### config.mk
export PLATFORM = sky130hd
export DESIGN_NAME = xbus_glue
export DESIGN_NICKNAME = d
export VERILOG_FILES = /design/src/rtl/xbus_glue_pkg.sv /design/src/rtl/xbg_select.sv /design/src/rtl/xbg_lanes.sv /design/src/rtl/xbg_arbiter.sv /design/src/rtl/xbus_glue.sv
export SDC_FILE = /design/constraint.sdc
export NUM_CORES = 1
export LEC_CHECK = 0
export BUFFER_PORTS_ARGS = -buffer_cell sky130_fd_sc_hd__buf_4
export CAP_MARGIN = 10
export CORE_AREA = 3 3 70 72
export DETAILED_ROUTE_END_ITERATION = 10
export DIE_AREA = 0 0 73 75
export HOLD_SLACK_MARGIN = 0.06
export PLACE_DENSITY = 0.68
export SYNTH_ARGS = -nofsm -noshare
export SYNTH_HDL_FRONTEND = slang
export SYNTH_HIERARCHICAL = 1
export SYNTH_SLANG_ARGS = --single-unit
### constraint.sdc
create_clock -name clk -period 1.4 [get_ports clk]
set_input_delay 0.35 -clock clk [delete_from_list [all_inputs] [get_ports clk]]
set_output_delay 0.35 -clock clk [all_outputs]
set_load 0.01 [all_outputs]
### src/rtl/xbus_glue_pkg.sv
package xbus_glue_pkg;

  localparam int LANES = 4;

  typedef enum logic [1:0] {
    SZ_WORD = 2'b00,
    SZ_BYTE = 2'b01,
    SZ_HALF = 2'b10,
    SZ_RSVD = 2'b11
  } size_e;

  typedef struct packed {
    logic [LANES-1:0] be_n;
    logic             legal;
  } lane_t;

  // Size plus offset lookup; unsupported pairs leave all lanes idle.
  function automatic lane_t lane_lookup(input logic [1:0] size, input logic [1:0] off);
    lane_t r;
    r.be_n  = '1;
    r.legal = 1'b0;
    case (size)
      SZ_BYTE: begin
        r.be_n  = ~(4'b1000 >> off);
        r.legal = 1'b1;
      end
      SZ_HALF: if (!off[0]) begin
        r.be_n  = off[1] ? 4'b1100 : 4'b0011;
        r.legal = 1'b1;
      end
      SZ_WORD: if (off == 2'b00) begin
        r.be_n  = 4'b0000;
        r.legal = 1'b1;
      end
      default: ;
    endcase
    return r;
  endfunction

  function automatic int lanes_for(input logic [1:0] size);
    case (size)
      SZ_BYTE: return 1;
      SZ_HALF: return 2;
      default: return LANES;
    endcase
  endfunction

endpackage

### src/rtl/xbg_select.sv
module xbg_select #(
  parameter int            REGION_BITS  = 3,
  parameter logic [REGION_BITS-1:0] REGION_MATCH = 3'b001
) (
  input  logic                   ts_n,
  input  logic [REGION_BITS-1:0] region,
  output logic                   hit,
  output logic                   cs_n
);
  assign hit  = (!ts_n) && (region == REGION_MATCH);
  assign cs_n = ~hit;
endmodule

### src/rtl/xbg_lanes.sv
module xbg_lanes
  import xbus_glue_pkg::*;
(
  input  logic             clk,
  input  logic             rst,
  input  logic [1:0]       size,
  input  logic [1:0]       off,
  input  logic             start_hit,
  output logic [LANES-1:0] be_n,
  output logic             err
);
  lane_t lk;
  logic  bad_start;

  assign lk        = lane_lookup(size, off);
  assign be_n      = lk.be_n;
  assign bad_start = start_hit && !lk.legal;

  always_ff @(posedge clk) begin
    if (rst) err <= 1'b0;
    else     err <= bad_start;
  end

  // Active lane count agrees with the size code whenever any lane is on.
  p_lane_count_r1: assert property (@(posedge clk) disable iff (rst)
    (be_n != 4'hF) |-> ($countones(~be_n) == lanes_for(size)));

  // A word never shows up on a partial lane set.
  p_word_full_r2: assert property (@(posedge clk) disable iff (rst)
    ((size == SZ_WORD) && (be_n != 4'hF)) |-> (be_n == 4'h0));

  // Error flag only ever follows a decoded start.
  p_err_after_start_r9: assert property (@(posedge clk) disable iff (rst)
    err |-> $past(start_hit));

  p_err_clear_r9: assert property (@(posedge clk) disable iff (rst)
    !start_hit |=> !err);
endmodule

### src/rtl/xbg_arbiter.sv
module xbg_arbiter (
  input  logic clk,
  input  logic rst,
  input  logic br_n,
  input  logic bb_n,
  input  logic holda,
  output logic hold,
  output logic bg_n
);
  logic idle_q;                      // sampled AND of the two active-low requests
  logic ack_a, ack_b, ack_c, ack_d;  // acknowledge shaping chain
  logic grant_win;

  always_ff @(posedge clk) begin
    if (rst) begin
      idle_q <= 1'b1;
      ack_a  <= 1'b0;
      ack_b  <= 1'b0;
      ack_c  <= 1'b0;
      ack_d  <= 1'b0;
    end else begin
      idle_q <= br_n & bb_n;
      ack_a  <= holda;
      ack_b  <= ack_a;
      ack_c  <= ack_a & ack_b;
      ack_d  <= ack_a & ack_c;
    end
  end

  assign hold      = ~idle_q;
  assign grant_win = ack_b & ~ack_d;
  assign bg_n      = ~grant_win;

  p_hold_follows_req_r4: assert property (@(posedge clk) disable iff (rst)
    (!br_n || !bb_n) |=> hold);

  p_hold_drops_r4: assert property (@(posedge clk) disable iff (rst)
    (br_n && bb_n) |=> !hold);

  p_grant_needs_ack_r5: assert property (@(posedge clk) disable iff (rst)
    $fell(bg_n) |-> ack_a);

  p_grant_min_r6: assert property (@(posedge clk) disable iff (rst)
    $fell(bg_n) |=> !bg_n);

  p_grant_max_r6: assert property (@(posedge clk) disable iff (rst)
    (!bg_n && $past(!bg_n)) |=> bg_n);
endmodule

### src/rtl/xbus_glue.sv
module xbus_glue
  import xbus_glue_pkg::*;
#(
  parameter int AW          = 32,
  parameter int DW          = 32,
  parameter int REGION_BITS = 3,
  parameter int CNTL_BIT    = 29
) (
  input  logic                clk,
  input  logic                rst,
  input  logic                cpu_ts_n,
  input  logic [0:AW-1]       cpu_addr,
  input  logic [1:0]          cpu_tsize,
  input  logic                cpu_rnw,
  input  logic                cpu_bdip,
  input  logic                cpu_br_n,
  input  logic                cpu_bb_n,
  input  logic [0:DW-1]       cpu_wdata,
  output logic [0:DW-1]       cpu_rdata,
  output logic                cpu_ta_n,
  output logic                cpu_bg_n,
  output logic                xb_cs_n,
  output logic                xb_as_n,
  output logic                xb_cntl,
  output logic [LANES-1:0]    xb_be_n,
  output logic                xb_rnw,
  output logic                xb_blast,
  output logic [DW-1:0]       xb_wdata,
  input  logic [DW-1:0]       xb_rdata,
  input  logic                xb_rdy_n,
  output logic                xb_hold,
  input  logic                xb_holda,
  output logic                be_err
);
  localparam int OFF_HI = AW - 2;
  localparam int OFF_LO = AW - 1;

  logic       start_hit;
  logic [1:0] offset;

  assign offset = {cpu_addr[OFF_HI], cpu_addr[OFF_LO]};

  xbg_select #(.REGION_BITS(REGION_BITS), .REGION_MATCH(3'b001)) u_sel (
    .ts_n   (cpu_ts_n),
    .region (cpu_addr[0:REGION_BITS-1]),
    .hit    (start_hit),
    .cs_n   (xb_cs_n)
  );

  xbg_lanes u_lanes (
    .clk       (clk),
    .rst       (rst),
    .size      (cpu_tsize),
    .off       (offset),
    .start_hit (start_hit),
    .be_n      (xb_be_n),
    .err       (be_err)
  );

  xbg_arbiter u_arb (
    .clk   (clk),
    .rst   (rst),
    .br_n  (cpu_br_n),
    .bb_n  (cpu_bb_n),
    .holda (xb_holda),
    .hold  (xb_hold),
    .bg_n  (cpu_bg_n)
  );

  // Straight-through strobes.
  assign xb_as_n  = cpu_ts_n;
  assign xb_blast = cpu_bdip;
  assign xb_rnw   = cpu_rnw;
  assign xb_cntl  = cpu_addr[CNTL_BIT];
  assign cpu_ta_n = xb_rdy_n;

  // Bit numbering flips between the two data buses.
  for (genvar i = 0; i < DW; i++) begin : g_swap
    assign xb_wdata[DW-1-i] = cpu_wdata[i];
    assign cpu_rdata[i]     = xb_rdata[DW-1-i];
  end

  p_cs_needs_start_r3: assert property (@(posedge clk) disable iff (rst)
    !xb_cs_n |-> !cpu_ts_n);

  p_cs_region_r3: assert property (@(posedge clk) disable iff (rst)
    !xb_cs_n |-> (cpu_addr[0:REGION_BITS-1] == 3'b001));

  p_grant_quiet_after_reset_r10: assert property (@(posedge clk)
    $past(rst) |-> (cpu_bg_n && !xb_hold && !be_err));
endmodule

=== After elaboration in Yosys (flattened, before gate mapping) ===
Cells that the tools add are included.
W data, S select, Z words.

* Bits in registers: 6

* Mux-type cells: 4
* Equal/unequal tests: 3
* Shifts and indexed selects: 1
* Reduce and logical (&&, ||, !) cells: 6
* Bitwise operators: 9

{| class="wikitable"
|+ Operators with widths
! operator !! number
|-
| $pmux W5 S3 || 1
|-
| $mux W5 || 2
|-
| $and A1 B1 Y1 || 4
|-
| $logic_not A2 Y1 || 2
|-
| $mux W4 || 1
|-
| $not A1 Y1 || 4
|-
| $not A4 Y4 || 1
|-
| $shr A4 B2 Y4 const A || 1
|-
| $eq A3 B1 Y1 const B || 1
|-
| $eq A2 B1 Y1 const B || 1
|-
| $eq A2 B2 Y1 const B || 1
|-
| $logic_and A1 B1 Y1 || 2
|-
| $logic_not A1 Y1 || 2
|}

=== Depth between registers and ports, before layout ===
Gate-level depths: netlist of run 1.

* Depth in word-level cells: 5
* Gate-level depth with buffers: 3
* Mapped depth without buffers: 3

=== Modules after synthesis ===
Netlist of run 1, hierarchy kept.

{| class="wikitable"
|+ Modules (own cells, without submodules)
! module !! sequential area each (sq um) !! cells each !! instances !! area each (sq um)
|-
| xbus_glue || 0.0 || 69 || 1 || 518.0
|-
| xbg_arbiter || 100.1 || 12 || 1 || 156.4
|-
| xbg_lanes || 20.0 || 17 || 1 || 156.4
|-
| xbg_select || 0.0 || 2 || 1 || 18.8
|}

=== Least setup slack after synthesis of run 1 ===
OpenSTA, ideal clock, no wires.

* Path type: input port to output port
* Start: input cpu_tsize[0]
* End: output xb_be_n[0]
* Cell stages on the path: 3
* Buffers on the path: 1
* Setup slack: 0.008 ns
* Data arrival time: 1.042 ns
* Data required time: 1.050 ns
* Cells stage by stage: buf_2 -> nor2b_1 -> a311oi_1

* Cells in the longest elaborated chain, start to end: 2
* Elaborated cells on any way between the ends: 4

{| class="wikitable"
|+ RTL lines
! what !! line !! source
|-
| start: declaration || xbus_glue.sv:13 || <nowiki>input logic [1:0] cpu_tsize,</nowiki>
|-
| $eq A2 B2 Y1, or another cell as far along || xbus_glue_pkg.sv:22 || <nowiki>case (size)</nowiki>
|-
| $pmux W5 S3 * || xbus_glue_pkg.sv:22 ||
|-
| end: declaration || xbus_glue.sv:25 || <nowiki>output logic [LANES-1:0] xb_be_n,</nowiki>
|}

Every way passes the cells marked *; elsewhere a longest branch is shown, timed or not.

=== Worst setup path in the final report of run 1 ===
* Start: input cpu_addr[0] (netlist bit)
* End: output xb_cs_n

* Cells in the longest elaborated chain, start to end: 3

{| class="wikitable"
|+ RTL lines
! what !! line !! source
|-
| start: declaration || xbus_glue.sv:12 || <nowiki>input logic [0:AW-1] cpu_addr,</nowiki>
|-
| $eq A3 B1 Y1 || xbg_select.sv:10 || <nowiki>assign hit = (!ts_n) && (region == REGION_MATCH);</nowiki>
|-
| $logic_and A1 B1 Y1 || xbg_select.sv:10 ||
|-
| $not A1 Y1 || xbg_select.sv:11 || <nowiki>assign cs_n = ~hit;</nowiki>
|-
| end: declaration || xbus_glue.sv:22 || <nowiki>output logic xb_cs_n,</nowiki>
|}

No other way between the ends.

==> run metrics, run 1 <==
outcome=finished, violations left; failing checks=setup timing; n_diodes=0; share of the synthesized area in the top cell type=60.97%; Ys Warns=6; Port Buffers=21; drt total wl=about 1200 um; initial antenna violation count=0; Final Wtd Congestion=0.6018; first-pass GRT wire length=1752 um; most frequent CP cell=buf_6; fin crit period=1.447 ns; post-layout net count=166; Area Overhead vs Synth=-21.65%; Clock Skews=roughly 0.0035 ns; CTS tree=yes; ratio of cells with drive above 1 in the final layout=70.18%; DR DRC count=0; ys async rst share=0%; CP max stage delay=~0.52 ns; cts bufs inserted=3; row count=24; initial core utilization=19.51%; largest net degree at the start of global routing=9; vias per inst=3.422; IO Count=184; maxcap violations=0; worst-path fanout max=2; Hold Crit Class=in -> reg; core box area=4354 um2; count leader, synth=buf_4; die height=75 um; vias in the first global route=356; clock tree buffer depth=2; Total Routing Usage GR=4.384%; cell count after synthesis=100; worst endpoint data arrival time=roughly 1.1 ns; die footprint=5475 um2; Power per Cell Area=832.7 nW/um2; crit path kind=in -> out; Setup Viol. Count Final=1; largest cells by area after synthesis=buf_4, dfxtp_1, and3b_2; worst path cell trace=buf_6 > or4b_4 > buf_6; Detailed Routing Iterations Pass 1=2; worst skew pair latency=0.22 ns; Congestion Overflow GR=0; main flop type after synthesis=dfxtp_1; maximum vdd drop=0.0001464 V; Final WS setup=-0.04661 ns; final core utilization=15.29%; most area-hungry cell type in the Yosys netlist=buf_4; worst endpoint required time=1.05 ns; synth cell count leaders=buf_4, dfxtp_1; Avg Cell Area, Syn=8.496 um2; Place WS=-0.07165 ns; max_slew headroom=79.71%; maximum operating frequency=691.3 MHz; Hold Fails Final Rpt=0; Seq/Total Area, Yosys=14.14%; worst-margin pin slew=0.3037 ns; clk root buf=clkbuf_8; vias=373; Max Slew Vio Count=0; Post-synth EDFFs=0; Leak Pwr=0.2904 nW; H-tree Lvls=1; clock sinks=6; Die Wd=73 um; Routed Antenna Nets=0; WHS=0.3515 ns; hpwl dp=916.3 um; Netlist Area Pre-Place=around 850 um2; Slowest cell on crit path=or4b_4; RSZ-0062 raised after global routing=yes; CP endpoint kind=output pin; Mapped Nets=207; period utilisation layout=103.3%; Routed WL per cell=11.38 um; drt first-iter violations=5; Synth Register Bits=6; Startpoint Class=input pin; Clk pin slew, worst setup/hold paths=0.03 ns; synth unique cells=23
==> power by group <==
| part | internal [mW] | switching [mW] |
|---|---|---|
| logic | 0.0732 | 0.0476 |
| registers | 0.177 | 0.00215 |
| clock network | 0.184 | 0.0697 |
| total | 0.435 | 0.119 |
==> registers in the layout, summed over array words and instances, names as in the netlist <==
signal        cells
u_arb/ack_b       1
u_arb/ack_c       1
u_arb/ack_a       1
u_lanes/err       1
u_arb/ack_d       1
u_arb/idle_q      1
==> worst max-delay path: cells and delay by family <==
kind / cells / cell delay, ns
buffers and inverters: 2 / 0.22
and+or+nand+nor: 1 / 0.52
==> per-layer routing <==
layer	share of wire, %	GRT usage [%]
met5	0	0
met4	8.5	7.992
met3	18	2.670
met2	39	4.270
met1	35	4.473
==> repair_timing <==
item,CTS,global route
buffers inserted,1,0
hold buffers,0,0
setup endpoints to repair,3,4
pin swaps,3,2
gates resized for setup,4,8
==> per-stage QoR <==
step / std cells / power [mW] / setup TNS [ns] / cell area (um2)
after floorplan: 100 / 0.4273 / 0 / 849.6
after global placement: 105 / 0.2853 / -0.1256 / 560.5
after detailed placement: 105 / 0.2865 / -0.08538 / 560.5
after CTS: 109 / 0.5547 / -0.05530 / 624.3
after global routing: 109 / 0.5771 / -0.05696 / 665.6
final: 109 / 0.5543 / -0.04661 / 665.6
==> path summary, 6_finish.rpt <==
path                from      endpoint  slack [ns]  depth (start not counted)
min reg2reg  u_arb/ack_c   u_arb/ack_d        0.48                          1
max          cpu_addr[0]       xb_cs_n       -0.05                          3
min             cpu_bb_n  u_arb/idle_q        0.35                          2
max reg2reg  u_arb/ack_a   u_arb/ack_c        0.78                          1
==> layout make-up <==
cell class                 instances  area (um2)
clock buffer                       3       41.29
tap                               52       65.06
timing repair buffer              25       210.2
fill                             483        3689
multi-input combinational         21       221.5
sequential                         6       120.1
inverter                           2       7.507
==> kinds of logic after synthesis <==
| group | share of synthesized area, % |
|---|---|
| AO/OA/AOI/OAI | 7.953 |
| XOR/XNOR | 1.031 |
| buffers and inverters | 63.77 |
| flip-flops | 14.14 |
| AND/OR/NAND/NOR | 13.11 |
==> layout by cell type, fill, tap and decap left out, types with 2 or more instances in the layout <==
cell type  synthesis  final
buf_4             69     19
buf_6              1      6
dfxtp_1            6      6
clkbuf_8           0      3
inv_1              2      2
and2b_2            2      2
and3b_2            2      2
a211o_1            2      2
No activity file was read; power rests on OpenSTA's default activity.
==> run 2: changes to the inputs <==
Settings changed: MAX_ROUTING_LAYER set to met4.
Clock period 1.4 ns to 1.5 ns, I/O delays scaled along.
==> run 2 against run 1 <==
  * The flow now finishes without violations
  * Non-clock buffer count shrank 1
  * Via count shrank 1.6%
  * Count of clock-buffer cells in the layout is the same
  * Final cell count shrank 0.92%
  * Worst hold slack gained 0.024 ns
  * Sequential cell count is the same
==> run metrics, run 2 (synthesis gave the netlist of run 1 again) <==
outcome=complete, no violations; initial core utilization=19.51% (unchanged); IO Count=184 (unchanged); clk root buf=clkbuf_8; worst-path fanout max=2 (unchanged); ratio of cells with drive above 1 in the final layout=62.50% (-7.7 points); R2R depth=1 (unchanged); vias per inst=3.398 (-0.70%); worst endpoint data arrival time=1.12 ns (+0.02 ns); Hold Crit Class=in -> reg; drt total wl=1209 um (-2.5%); Setup Viol. Count Final=0 (-1); clock tree buffer depth=2 (unchanged); most frequent cells in the layout=buf_4, dfxtp_1, clkbuf_8, buf_6; core box area=4354 um2 (unchanged); CP endpoint kind=output pin; WHS=0.3751 ns (+0.02363 ns); Routed Antenna Nets=0 (unchanged); Crit path depth=3 (unchanged); CP max stage delay=0.52 ns (about the same); Total Routing Usage GR=4.601% (+0.22 points); Area Overhead vs Synth=-27.39%; met3 usage=2.537% (-0.13 points); Final Power=0.5008 mW (-9.6%); global-route met2 utilization=4.667% (+0.40 points); maxcap violations=0 (unchanged); DR DRC count=0 (unchanged); Congestion Overflow GR=0 (unchanged); Top Usage Layer GRT=met4; maximum operating frequency=668.1 MHz; fin crit period=between 1 and 1.5 ns; Hold Fails Final Rpt=0 (unchanged); worst skew pair latency=0.22 ns (about the same); CP bufs+invs=2 (unchanged); Leak Pwr=0.2774 nW (-4.5%); max_slew headroom=79.55% (-0.16 points); fin area=616.8 um2 (-7.3%); die footprint=5475 um2 (unchanged); CTS Hold Bufs=0 (unchanged); CTS tree=yes; maximum vdd drop=0.0001602 V (+9.5%); Final Wtd Congestion=0.6479 (+7.7%); drt first-iter violations=4 (-1); most frequent CP cell=buf_6; vias in the first global route=379 (+6.5%); cell count of the worst hold path=2 (unchanged); die height=75 um (unchanged); CP top delay family=simple AND/OR/NAND/NOR gates; period utilisation layout=between 90% and 100%; worst endpoint required time=1.12 ns (+0.07 ns); fillers=495 (+2.5%); H-tree Lvls=1 (unchanged); worst-margin pin slew=0.3061 ns (+0.002349 ns); Startpoint Class=input pin; Clock Skews=0.0007119 ns (-0.002750 ns); post-layout net count=165 (-0.60%); first-pass GRT wire length=1807 um (+3.1%); crit path kind=in -> out; commonest non-fill, non-tap cell in the layout=buf_4; RSZ-0062 raised after global routing=yes; Max Slew Vio Count=0 (unchanged); row count=24 (unchanged); GR Layer Usage met1=4.701% (+0.23 points); area of the multi-input gates=191.4 um2 (-14%); n_diodes=0 (unchanged); vias=367 (-1.6%); Storage cell area=120.1 um2 (unchanged); Clk pin slew, worst setup/hold paths=0.03 ns (about the same); Port Buffers=21 (unchanged); largest net degree at the start of global routing=9 (unchanged); clock sinks=6 (unchanged); worst path cell trace=buf_6 > or4b_4 > buf_6; placed cell area=553.0 um2 (-1.3%); initial antenna violation count=0 (unchanged); Routed WL per cell=11.19 um (-1.6%); Detailed Routing Iterations Pass 1=3 (+1); Slowest cell on crit path=or4b_4; cts bufs inserted=3 (unchanged); hpwl dp=945.1 um (+3.1%); Die Wd=73 um (unchanged); Power per Cell Area=811.9 nW/um2 (-2.5%)
-- run 2: cell type report --
class                           instances  share of cell area [%]
Multi-Input combinational cell         21                   31.03
Inverter                                2                   1.217
Timing Repair Buffer                   24                   31.03
Tap cell                               52                   10.55
Clock buffer                            3                   6.694
Sequential cell                         6                   19.47
-- run 2: routing by layer --
layer,vias to the layer above,part of all wire (%)
li1,164,-
met1,152,34
met2,31,40
met3,20,18
met4,0,8.6
met5,-,0
-- run 2: path summary, 6_finish.rpt --
| path | from | end | slack, ns |
|---|---|---|---|
| max | cpu_addr[0] | xb_cs_n | 0.003 |
| min | cpu_bb_n | u_arb/idle_q | 0.38 |
| max reg2reg | u_arb/ack_a | u_arb/ack_c | 0.88 |
| min reg2reg | u_arb/ack_c | u_arb/ack_d | 0.49 |
-- run 2: report_power, final --
part | switching, mW | internal, mW
Combinational | 0.0386 | 0.0599
Clock | 0.0630 | 0.172
Sequential | 0.00194 | 0.166
-- run 2: through the flow --
stage	util [%]	setup slack, ns	TNS (ns)	instances
finish	14.17	0.003134	0	108
global route	14.17	-0.006459	-0.006459	108
CTS	14.08	-0.004279	-0.004279	108
detailed placement	12.70	-0.02134	-0.02134	104
global placement	12.70	-0.03621	-0.05617	104
floorplan	-	0.05752	0	100
-- run 2: timing repair --
item | in CTS | in global routing
gates resized for setup | 3 | 1
pin swaps | 1 | 1
buffers inserted | 1 | 0
endpoints found under the hold margin | 0 | 0
endpoints found under the setup margin | 1 | 2
==> run 3: changes to the inputs <==
Settings changed: CORE_AREA 3 3 70 72 to 2 2 70 72, DIE_AREA 0 0 73 75 to 0 0 72 74, PLACE_DENSITY 0.68 to 0.71.
==> run 3 against run 2 <==
  * Critical path type unchanged
  * Total power rose by 0.18%
  * Sequential share of layout area fell by 0.35 points
  * Critical path depth did not move
  * First-iteration DRC count fell by 50%
  * Non-clock buffer count fell by 1
  * Final cell count rose by 0.93%
==> run metrics, run 3 (synthesis gave the netlist of run 1 again) <==
outcome=complete, no violations; final core utilization=13.66% (-0.51 points); R2R Path Start=u_arb/ack_a; fillers=519 (+4.8%); Setup Viol. Count Final=0 (unchanged); Hold Fails Final Rpt=0 (unchanged); ratio of cells with drive above 1 in the final layout=65.45% (+3.0 points); Slowest cell on crit path=or4b_4; core box area=4598 um2 (+5.6%); Final Wtd Congestion=0.5677 (-12%); drt total wl=1224 um (+1.2%); RSZ-0062 raised after global routing=yes; cell count of the worst hold path=2 (unchanged); initial antenna violation count=0 (unchanged); Routed Antenna Nets=0 (unchanged); Hold Crit Class=in -> reg; maximum operating frequency=669.3 MHz (+0.19%); vias=394 (+7.4%); maximum vdd drop=0.0001961 V (+22%); hpwl dp=968.8 um (+2.5%); worst skew pair latency=0.22 ns (about the same); most frequent cells in the layout=buf_4, dfxtp_1, buf_6, clkbuf_8; Startpoint Class=input pin; commonest non-fill, non-tap cell in the layout=buf_4; Die Wd=72 um (-1.4%); clk root buf=clkbuf_8; R2R Setup Slk=0.88 ns (about the same); drt first-iter violations=2 (-2); Storage cell area=120.1 um2 (unchanged); Total Routing Usage GR=4.392% (-0.21 points); die height=74 um (-1.3%); worst-path fanout max=2 (unchanged); CP endpoint kind=output pin; CP top delay family=simple AND/OR/NAND/NOR gates; post-layout net count=164 (-0.61%); H-tree Lvls=1 (unchanged); vias in the first global route=321 (-15%); Port Buffers=21 (unchanged); Crit path depth=3 (unchanged); hold path endpoint=u_arb/idle_q; period utilisation layout=99.60% (-0.19 points); Final Power=0.5017 mW (+0.18%); clock tree buffer depth=2 (unchanged); first-pass GRT wire length=1662 um (-8.0%); fin crit period=1.494 ns (-0.002831 ns); WHS=0.3713 ns (-0.003762 ns); worst endpoint data arrival time=1.12 ns (about the same); vias per inst=3.615 (+6.4%); Worst R2R End=u_arb/ack_d; row count=25 (+4.2%); max_slew headroom=78.15% (-1.4 points); CP bufs+invs=2 (unchanged); IO Count=184 (unchanged); CTS Hold Bufs=0 (unchanged); Routed WL per cell=11.23 um (+0.31%); DR DRC count=0 (unchanged); Power per Cell Area=798.8 nW/um2 (-1.6%); maxcap violations=0 (unchanged); largest net degree at the start of global routing=9 (unchanged); area of the multi-input gates=200.2 um2 (+4.6%); Detailed Routing Iterations Pass 1=2 (-1); CP max stage delay=0.52 ns (about the same); fin area=628.1 um2 (+1.8%); Hold Path Origin=cpu_bb_n; R2R depth=1 (unchanged); crit path kind=in -> out; worst endpoint required time=1.12 ns (about the same); initial core utilization=18.48% (-1.0 points); worst-margin pin slew=0.3234 ns (+0.01727 ns); most frequent CP cell=buf_6; Max Slew Vio Count=0 (unchanged); Congestion Overflow GR=0 (unchanged); Area Overhead vs Synth=-26.07%; placed cell area=548.0 um2 (-0.90%); worst path cell trace=buf_6 > or4b_4 > buf_6; Leak Pwr=0.2769 nW (-0.15%); die footprint=5328 um2 (-2.7%); CTS tree=yes; Clock Skews=0.0005142 ns (-0.0001977 ns); Clk pin slew, worst setup/hold paths=0.03 ns (about the same); n_diodes=0 (unchanged); sum of negative setup slack=0 ns (unchanged); cts bufs inserted=3 (unchanged); clock sinks=6 (unchanged)
[run 3: worst max path at each step]
stage	startpoint	end	slack [ns]
5_1_grt	cpu_addr[0]	xb_cs_n	-0.02
3_5_place_dp	cpu_addr[1]	xb_cs_n	-0.02
2_1_floorplan	cpu_tsize[0]	xb_be_n[0]	0.06
3_3_place_gp	cpu_addr[1]	xb_cs_n	-0.02
4_1_cts	cpu_addr[0]	xb_cs_n	-0.002
6_report	cpu_addr[0]	xb_cs_n	0.006
[run 3: repair_timing]
item                                    in CTS  in global routing
endpoints found under the setup margin       2                  2
gates cloned                                 0                  0
gates resized for setup                      3                  5
buffers inserted                             1                  0
pin swaps                                    2                  1
[run 3: metrics by stage]
step	worst slack [ns]	std cells
after floorplan	0.05752	100
after global placement	-0.02083	105
after detailed placement	-0.01793	105
after CTS	-0.002093	109
after global routing	-0.01870	109
final	0.005965	109
[run 3: report_power, final]
part	internal (mW)	switching (mW)	total (mW)
clock	0.172	0.0613	0.233
combinational	0.0621	0.0391	0.101
sequential	0.166	0.00204	0.168
total	0.399	0.102	0.502
[run 3: per-layer routing]
metal	GRT usage [%]	part of all wire (%)	vias up
met2	4.321	36	37
li1	-	-	162
met3	2.575	17	22
met1	4.235	38	173
met4	7.757	9.8	0
met5	-	0	-
[run 3: area by class of cell]
cell class                      count  area share, %
Clock buffer                        3          6.574
Timing Repair Buffer               23          30.48
Multi-Input combinational cell     21          31.87
Tap cell                           54          10.76
Sequential cell                     6          19.12
Inverter                            2          1.195
